--- config.mk ---
export PLATFORM = sky130hd
export DESIGN_NAME = cpu_status_reg
export DESIGN_NICKNAME = d
export VERILOG_FILES = /design/src/rtl/sreg_pkg.sv /design/src/rtl/sreg_io_decode.sv /design/src/rtl/sreg_bit_copy.sv /design/src/rtl/sreg_flag_core.sv /design/src/rtl/sreg_irq_gate.sv /design/src/rtl/cpu_status_reg.sv
export SDC_FILE = /design/constraint.sdc
export NUM_CORES = 1
export LEC_CHECK = 0
export CAP_MARGIN = 10
export CELL_PAD_IN_SITES_DETAIL_PLACEMENT = 0
export CELL_PAD_IN_SITES_GLOBAL_PLACEMENT = 2
export CORE_ASPECT_RATIO = 1.1
export CORE_UTILIZATION = 14
export CTS_CLUSTER_SIZE = 8
export DETAILED_ROUTE_END_ITERATION = 6
export PLACE_DENSITY = 0.85
export SYNTH_ARGS = -nofsm -noshare
export SYNTH_HDL_FRONTEND = slang
export SYNTH_SLANG_ARGS = --single-unit
--- constraint.sdc ---
create_clock -name clk -period 2.1 [get_ports clk]
set_clock_uncertainty 0.2 [all_clocks]
set_input_delay 0.42 -clock clk [delete_from_list [all_inputs] [get_ports clk]]
set_output_delay 0.42 -clock clk [all_outputs]
set_load 0.005 [all_outputs]
--- src/rtl/sreg_pkg.sv ---
package sreg_pkg;
  localparam int DATA_W  = 8;
  localparam int IDX_W   = $clog2(DATA_W);
  localparam int BIT_C   = 0;
  localparam int BIT_Z   = 1;
  localparam int BIT_N   = 2;
  localparam int BIT_V   = 3;
  localparam int BIT_S   = 4;
  localparam int BIT_H   = 5;
  localparam int BIT_T   = 6;
  localparam int BIT_I   = 7;
  localparam int ARITH_N = 5;

  // ALU flag index -> status bit position ({H,V,N,Z,C} -> 5,3,2,1,0)
  function automatic int arith_pos(input int i);
    return (i == 4) ? BIT_H : i;
  endfunction

  typedef struct packed {
    logic irq_ack;
    logic reti;
    logic sei;
    logic cli;
  } ien_ctl_t;
endpackage

--- src/rtl/sreg_io_decode.sv ---
module sreg_io_decode #(
  parameter int ADDR_W    = 6,
  parameter int DW        = 8,
  parameter logic [ADDR_W-1:0] SREG_ADDR = 6'h3F
) (
  input  logic              clk,
  input  logic              rst_n,
  input  logic [ADDR_W-1:0] io_addr,
  input  logic              io_wr,
  input  logic [DW-1:0]     sreg_q,
  output logic              wr_hit,
  output logic [DW-1:0]     io_rdata
);
  logic sel;
  assign sel      = (io_addr == SREG_ADDR);
  assign wr_hit   = io_wr & sel;
  assign io_rdata = sel ? sreg_q : '0;

  // reads away from the register address return zero
  assert_read_other_zero_R2: assert property (@(posedge clk) disable iff (!rst_n)
    (io_addr != SREG_ADDR) |-> (io_rdata == '0));
endmodule

--- src/rtl/sreg_bit_copy.sv ---
module sreg_bit_copy #(
  parameter int DW    = 8,
  parameter int IW    = $clog2(DW)
) (
  input  logic          clk,
  input  logic          rst_n,
  input  logic [DW-1:0] operand,
  input  logic [IW-1:0] bit_idx,
  input  logic          t_bit,
  output logic          sel_bit,
  output logic [DW-1:0] bld_result
);
  genvar g;
  generate
    for (g = 0; g < DW; g++) begin : g_ld
      assign bld_result[g] = (bit_idx == IW'(g)) ? t_bit : operand[g];
    end
  endgenerate
  assign sel_bit = operand[bit_idx];

  // only the selected bit may differ from the operand
  assert_bld_other_bits_R9: assert property (@(posedge clk) disable iff (!rst_n)
    (((bld_result ^ operand) & ~(DW'(1) << bit_idx)) == '0));
  assert_bld_sel_bit_R9: assert property (@(posedge clk) disable iff (!rst_n)
    bld_result[bit_idx] == t_bit);
endmodule

--- src/rtl/sreg_flag_core.sv ---
module sreg_flag_core
  import sreg_pkg::*;
(
  input  logic              clk,
  input  logic              rst_n,
  input  logic              wr_hit,
  input  logic [DATA_W-1:0] wdata,
  input  logic [ARITH_N-1:0] alu_we,
  input  logic [ARITH_N-1:0] alu_flags,
  input  ien_ctl_t          ctl,
  input  logic              bst,
  input  logic              bst_bit,
  output logic [DATA_W-1:0] sreg_q,
  output logic              i_next
);
  logic [DATA_W-1:0] nxt;

  genvar a;
  generate
    for (a = 0; a < ARITH_N; a++) begin : g_arith
      localparam int P = arith_pos(a);
      assign nxt[P] = wr_hit     ? wdata[P]     :
                      alu_we[a]  ? alu_flags[a] : sreg_q[P];
    end
  endgenerate

  // Sign is always rebuilt from the new N and V
  assign nxt[BIT_S] = nxt[BIT_N] ^ nxt[BIT_V];

  assign nxt[BIT_T] = wr_hit ? wdata[BIT_T] :
                      bst    ? bst_bit      : sreg_q[BIT_T];

  always_comb begin
    if (ctl.irq_ack)                nxt[BIT_I] = 1'b0;
    else if (wr_hit)                nxt[BIT_I] = wdata[BIT_I];
    else if (ctl.reti || ctl.sei)   nxt[BIT_I] = 1'b1;
    else if (ctl.cli)               nxt[BIT_I] = 1'b0;
    else                            nxt[BIT_I] = sreg_q[BIT_I];
  end

  assign i_next = nxt[BIT_I];

  always_ff @(posedge clk or negedge rst_n) begin
    if (!rst_n) sreg_q <= '0;
    else        sreg_q <= nxt;
  end

  // sign flag consistent, even after a write with a stray bit 4
  assert_sign_parity_R4: assert property (@(posedge clk) disable iff (!rst_n)
    sreg_q[BIT_S] == (sreg_q[BIT_N] ^ sreg_q[BIT_V]));
  assert_write_sign_ignored_R4: assert property (@(posedge clk) disable iff (!rst_n)
    (wr_hit && (wdata[BIT_S] != (wdata[BIT_N] ^ wdata[BIT_V])))
      |=> (sreg_q[BIT_S] == (sreg_q[BIT_N] ^ sreg_q[BIT_V])));
  // acceptance clears the enable regardless of other strobes
  assert_ack_clears_i_R6: assert property (@(posedge clk) disable iff (!rst_n)
    ctl.irq_ack |=> !sreg_q[BIT_I]);
  // set strobes take effect when not overridden
  assert_set_i_R7: assert property (@(posedge clk) disable iff (!rst_n)
    ((ctl.sei || ctl.reti) && !ctl.irq_ack && !wr_hit) |=> sreg_q[BIT_I]);
  // bit store lands in T
  assert_bst_loads_t_R8: assert property (@(posedge clk) disable iff (!rst_n)
    (bst && !wr_hit) |=> (sreg_q[BIT_T] == $past(bst_bit)));
  // with no writer active the arithmetic flags hold
  assert_flags_hold_R5: assert property (@(posedge clk) disable iff (!rst_n)
    (!wr_hit && (alu_we == '0)) |=> $stable(sreg_q[5:0]));
endmodule

--- src/rtl/sreg_irq_gate.sv ---
module sreg_irq_gate #(
  parameter int NSRC = 4
) (
  input  logic            clk,
  input  logic            rst_n,
  input  logic            i_next,
  input  logic            i_now,
  input  logic [NSRC-1:0] irq_req,
  input  logic [NSRC-1:0] irq_mask,
  output logic            irq_pending
);
  logic [NSRC-1:0] masked;
  genvar s;
  generate
    for (s = 0; s < NSRC; s++) begin : g_src
      assign masked[s] = irq_req[s] & irq_mask[s];
    end
  endgenerate

  always_ff @(posedge clk or negedge rst_n) begin
    if (!rst_n) irq_pending <= 1'b0;
    else        irq_pending <= i_next & (|masked);
  end

  // nothing passes while the enable is clear
  assert_gate_closed_R10: assert property (@(posedge clk) disable iff (!rst_n)
    !i_now |-> !irq_pending);
  assert_no_masked_src_R10: assert property (@(posedge clk) disable iff (!rst_n)
    ((irq_req & irq_mask) == '0) |=> !irq_pending);
endmodule

--- src/rtl/cpu_status_reg.sv ---
module cpu_status_reg
  import sreg_pkg::*;
#(
  parameter int NSRC   = 4,
  parameter int ADDR_W = 6
) (
  input  logic               clk,
  input  logic               rst_n,
  input  logic [ADDR_W-1:0]  io_addr,
  input  logic               io_wr,
  input  logic [DATA_W-1:0]  io_wdata,
  output logic [DATA_W-1:0]  io_rdata,
  input  logic [ARITH_N-1:0] alu_we,
  input  logic [ARITH_N-1:0] alu_flags,
  input  logic               irq_ack,
  input  logic               reti,
  input  logic               sei,
  input  logic               cli,
  input  logic               bst,
  input  logic [IDX_W-1:0]   bit_idx,
  input  logic [DATA_W-1:0]  operand,
  output logic [DATA_W-1:0]  bld_result,
  input  logic [NSRC-1:0]    irq_req,
  input  logic [NSRC-1:0]    irq_mask,
  output logic               irq_pending,
  output logic [DATA_W-1:0]  sreg
);
  logic     wr_hit;
  logic     sel_bit;
  logic     i_next;
  ien_ctl_t ctl;

  assign ctl = '{irq_ack: irq_ack, reti: reti, sei: sei, cli: cli};

  sreg_io_decode #(.ADDR_W(ADDR_W), .DW(DATA_W), .SREG_ADDR(ADDR_W'(6'h3F))) u_dec (
    .clk(clk), .rst_n(rst_n), .io_addr(io_addr), .io_wr(io_wr),
    .sreg_q(sreg), .wr_hit(wr_hit), .io_rdata(io_rdata));

  sreg_bit_copy #(.DW(DATA_W), .IW(IDX_W)) u_copy (
    .clk(clk), .rst_n(rst_n), .operand(operand), .bit_idx(bit_idx),
    .t_bit(sreg[BIT_T]), .sel_bit(sel_bit), .bld_result(bld_result));

  sreg_flag_core u_core (
    .clk(clk), .rst_n(rst_n), .wr_hit(wr_hit), .wdata(io_wdata),
    .alu_we(alu_we), .alu_flags(alu_flags), .ctl(ctl),
    .bst(bst), .bst_bit(sel_bit), .sreg_q(sreg), .i_next(i_next));

  sreg_irq_gate #(.NSRC(NSRC)) u_gate (
    .clk(clk), .rst_n(rst_n), .i_next(i_next), .i_now(sreg[BIT_I]),
    .irq_req(irq_req), .irq_mask(irq_mask), .irq_pending(irq_pending));

  // write beats ALU on arithmetic flags
  assert_write_beats_alu_R11: assert property (@(posedge clk) disable iff (!rst_n)
    wr_hit |=> (sreg[BIT_C] == $past(io_wdata[BIT_C]) && sreg[BIT_H] == $past(io_wdata[BIT_H])));
endmodule

## Word-level counts from Yosys, hierarchy flattened

Index checks and enable logic that the tools add are counted.

- $lt $le $gt $ge: 1
- Eq/ne operators: 8
- Mux-type cells: 27
- Bitwise operators: 7
- Reductions and logical operators: 7

Operator list:

| operator | count |
|---|---|
| two-way mux 1 bit | 25 |
| == test 3 bit (second input constant) | 4 |
| two-way mux 8 bit | 1 |
| nonzero test 2 bit | 4 |
| bitwise AND 1 bit | 6 |
| == test 3 x 2 -> 1 bit (second input constant) | 2 |
| == test 6 bit (second input constant) | 1 |
| less-than comparator 3 x 4 -> 1 bit (second input constant) | 1 |
| OR reduction 4 bit | 1 |
| binary-select mux 1 bit (select 3 bit) | 1 |
| == test 3 x 1 -> 1 bit (second input constant) | 1 |
| zero test 3 bit | 1 |
| logical OR 1 bit | 1 |
| XOR 1 bit | 1 |

- Bits in registers: 9
- Bits of input ports: 51
- Output and inout port bits: 25
- Word-level logic and storage cells: 56

## Depth between registers and ports, before layout

- Depth in word-level cells: 5
- Gate-level depth with buffers: 5
- Gate-level depth less buffers: 4

## Modules after synthesis

Synthesis repeated with hierarchy kept, for this count alone.

- Cells, all modules: 79
- Area total of the unflattened synthesis: 773.2 um^2

By module, submodules not included:

| module | times used | cells an instance | area an instance (um^2) | seq. area each (um^2) |
|---|---|---|---|---|
| sreg_flag_core | 1 | 32 | 387.9 | 200.2 |
| sreg_bit_copy | 1 | 22 | 227.7 | 0.0 |
| sreg_io_decode | 1 | 21 | 110.1 | 0.0 |
| sreg_irq_gate | 1 | 4 | 47.5 | 25.0 |

## Worst setup path after synthesis

OpenSTA, ideal clock, no wires.

- Path type: in2out
- Start point: input port bit_idx[1]
- End point: output port bld_result[2]
- Arrival time: 1331 ps
- Required time: 1480 ps
- Slack: 149 ps
- Stages: 4
- Path buffers: 1
- Cells stage by stage: clkbuf_1 -> nor2b_1 -> nor2b_1 -> mux2_2

- Cells in the longest elaborated chain, start to end: 2

RTL lines:

| what | RTL line | text |
|---|---|---|
| start: declaration | cpu_status_reg.sv:20 | `input logic [IDX_W-1:0] bit_idx,` |
| == test 3 x 2 -> 1 bit | sreg_bit_copy.sv:16 | `assign bld_result[g] = (bit_idx == IW'(g)) ? t_bit : operand[g];` |
| two-way mux 1 bit | sreg_bit_copy.sv:16 |  |
| end: declaration | cpu_status_reg.sv:22 | `output logic [DATA_W-1:0] bld_result,` |

Every way passes these cells.

## Worst setup path after layout

- Start point: input port bit_idx[1]
- End point: output port bld_result[0]

- Cells in the longest elaborated chain, start to end: 2

RTL lines:

| what | RTL line |
|---|---|
| zero test 3 bit | sreg_bit_copy.sv:16 |
| two-way mux 1 bit | sreg_bit_copy.sv:16 |

Every way passes these cells.

==> metrics.md <==
| Metric | Value |
|---|---|
| Post-synth top area cell | `dfrtp_1` |
| Main area contributors after synthesis | `dfrtp_1, mux2_2, mux2i_1, and2_1, nand2_1` |
| HP Class | `primary input to asynchronous set/reset pin` |
| Period Utilization, post-route | `0.973` |
| FF+latch count, synth | `9` |
| CTS max path bufs | `2` |
| Power Dens Cells | `383 nW/µm²` |
| I/O Buffers | `74` |
| Worst-Margin Slew | `417 ps` |
| Commonest cells after routing, fill and taps aside | `clkdlybuf4s50_1, buf_4, dlygate4sd2_1, clkdlybuf4s15_1` |
| First-pass GRT wire length | `a little over 4000 µm` |
| I/O pin cnt | `76` |
| Worst setup EP type | `output port` |
| P&R area growth vs syn | `132%` |
| Synth Warn # | `0` |
| Clock sinks | `9` |
| Number of global-route vias before repair | `about 950` |
| CP Max Fanout | `7` |
| Synth Instances | `between 80 and 90` |
| Post-route DRC | `0` |
| Ys async rst share | `1.00` |
| CTS tree | `yes` |
| Post-synth net total | `about 130` |
| Rel. slew slack | `0.721` |
| RSZ-0062 raised after global routing | `false` |
| R2R setup slack | `approximately 820 ps` |
| Fin Setup TNS | `0 ps` |
| Status | `completed` |
| DIE HEIGHT | `around 78 µm` |
| Final Max Slew Viols | `0` |
| Total track usage | `0.0930` |
| Most common cell after layout, fill and taps aside | `clkdlybuf4s50_1` |
| CP startpoint kind | `primary input` |
| Min Clock Period, post-route | `between 2000 and 2500 ps` |
| Register area share after synthesis | `0.303` |
| DRT antenna net count | `0` |
| EDFF count, synth | `0` |
| Worst reg2reg endpoint | `u_gate.irq_pending` |
| Worst reg2reg path depth | `3` |
| Dpl hpwl | `2010 µm` |
| Max VDD drop | `0.000165 V` |
| CP peak stage delay | `320 ps` |
| Die Wd | `~71 µm` |
| Top_reg_cell synth | `dfrtp_1` |
| Pwr Total | `about 660 µW` |
| Initial antenna violation count | `0` |
| Critical path, cell by cell | `buf_2, buf_6, buf_4, nor3_4, mux2_4, buf_6` |
| Avg Synthesized Cell Area | `8.95 µm²` |
| DP Area | `1600 µm²` |
| Buffers & Inverters on Critical Path | `4` |
| Crit Path Class | `primary input to output port` |
| Starting DRT DRC Count | `16` |
| Fin. Hold Viols | `0` |
| 1st-pass router iterations | `4` |
| Initial Util | `0.147` |
| CP max stage cell | `mux2_4` |
| Gr ovfl total | `0` |
| WP data required | `1480 ps` |
| Count of cell types in the netlist | `30` |
| Top cell type's share of synthesized area | `0.303` |
| Diode count | `0` |
| Hold-fix buffers at CTS | `0` |
| Max Cap Viol | `0` |
| # rows | `27` |
| Nets | `224` |
| Largest net degree at the start of global routing | `12` |
| Setup Viol. Count Final | `0` |
| Core area | `5070 µm²` |
| R2R Path Start | `u_core.sreg_q[7]` |
| Root buffer cell | `clkbuf_8` |
| DR vias | `919` |
| CP most frequent cell | `buf_6` |
| Leakage power | `0.737 nW` |
| TritonCTS Buffers | `3` |
| Vias per cell | `4.00` |
| Routed len/inst | `between 10 and 15 µm` |
| Die area | `between 5000 and 6000 µm²` |
| Clock Latency Late Sink | `220 ps` |
| # fillers | `549` |
| Fmax | `0.489 GHz` |
| Routability cong. | `roughly 0.76` |
| Design area | `1730 µm²` |
| Clock transition at the registers of the reported paths | `40 ps` |
| Mapped Area | `around 740 µm²` |
| Crit path DAT | `1420 ps` |
| CP top delay family | `buffers and inverters` |
| Wirelength, routed | `approximately 2500 µm` |
| H-tree levels | `1` |
| Layout cells sized above 1 | `0.244` |
-- metal layers --
metal | up-vias | track usage | part of all wire
li1 | 473 | - | -
met1 | 407 | 0.113 | 0.42
met2 | 37 | 0.166 | 0.51
met3 | 2 | 0.0154 | 0.058
met4 | 0 | 0.0294 | 0.011
met5 | - | 0 | 0
-- synth_stat cells, types with 3 or more instances --
cell     instances
o21ai_0          4
nor2_1           7
nand3_1          3
mux2_2           8
nand2_1          9
and2_1           8
mux2i_1          7
dfrtp_1          9
-- worst register-to-register path: cells and delay by family, from the launching register on --
| kind | cells | cell delay [ps] |
|---|---|---|
| AO/OA/AOI/OAI | 3 | 570 |
| flip-flops | 1 | 390 |
-- worst max-delay path by stage --
stage	start	endpoint	depth (start not counted)
2_1_floorplan	bit_idx[1]	bld_result[2]	4
3_3_place_gp	bit_idx[2]	bld_result[2]	5
3_5_place_dp	bit_idx[2]	bld_result[2]	5
4_1_cts	bit_idx[1]	bld_result[0]	6
5_1_grt	io_addr[4]	io_rdata[7]	6
6_report	bit_idx[1]	bld_result[0]	6
-- area by class of cell --
cell class	count	area, µm²	share of cell area
repair buffers	91	850	0.492
multi-input cells	67	531	0.307
well taps	58	72.6	0.0420
clock buffers	4	45.0	0.0261
flip-flops and latches	9	225	0.130
inverters	1	3.75	0.00217
-- cell families (layout without fill, tap and decap cells) --
family / Yosys count / in the layout / synth area share
xor gates and xnor gates: 2 / 2 / 0.0236
buffers and inverters: 7 / 96 / 0.0572
AOI/OAI and AO/OA: 13 / 13 / 0.118
muxes: 16 / 16 / 0.246
and+or+nand+nor: 36 / 36 / 0.253
DFF: 9 / 9 / 0.303
-- report_power, final --
group / leakage (nW) / total [mW] / internal, mW / switching (mW)
logic: 0.607 / 0.255 / 0.179 / 0.0757
registers: 0.107 / 0.212 / 0.194 / 0.0178
clock network: 0.0228 / 0.194 / 0.132 / 0.0622
-- sequential cells by signal, summed over array words and instances (netlist names) --
name                cells
u_core.sreg_q           8
u_gate.irq_pending      1
-- stage by stage --
stage | util | std cells | hold slack (ps) | setup WS [ps]
global route | 0.341 | 230 | 322 | 9.35
global placement | 0.316 | 220 | 374 | -581
CTS | 0.341 | 231 | 316 | -41.1
detailed placement | 0.316 | 220 | 388 | -574
floorplan | - | 83 | -75.6 | 149
finish | 0.341 | 230 | 298 | 56.9
-- timing repair --
action                                 CTS  global route
resized for setup                       60             6
pin swaps                                5             2
endpoints found under the hold margin    0             0
setup endpoints to repair               16            12
gates cloned                             0             0
setup buffers                            7             0
No activity file was read; power rests on OpenSTA's default activity.
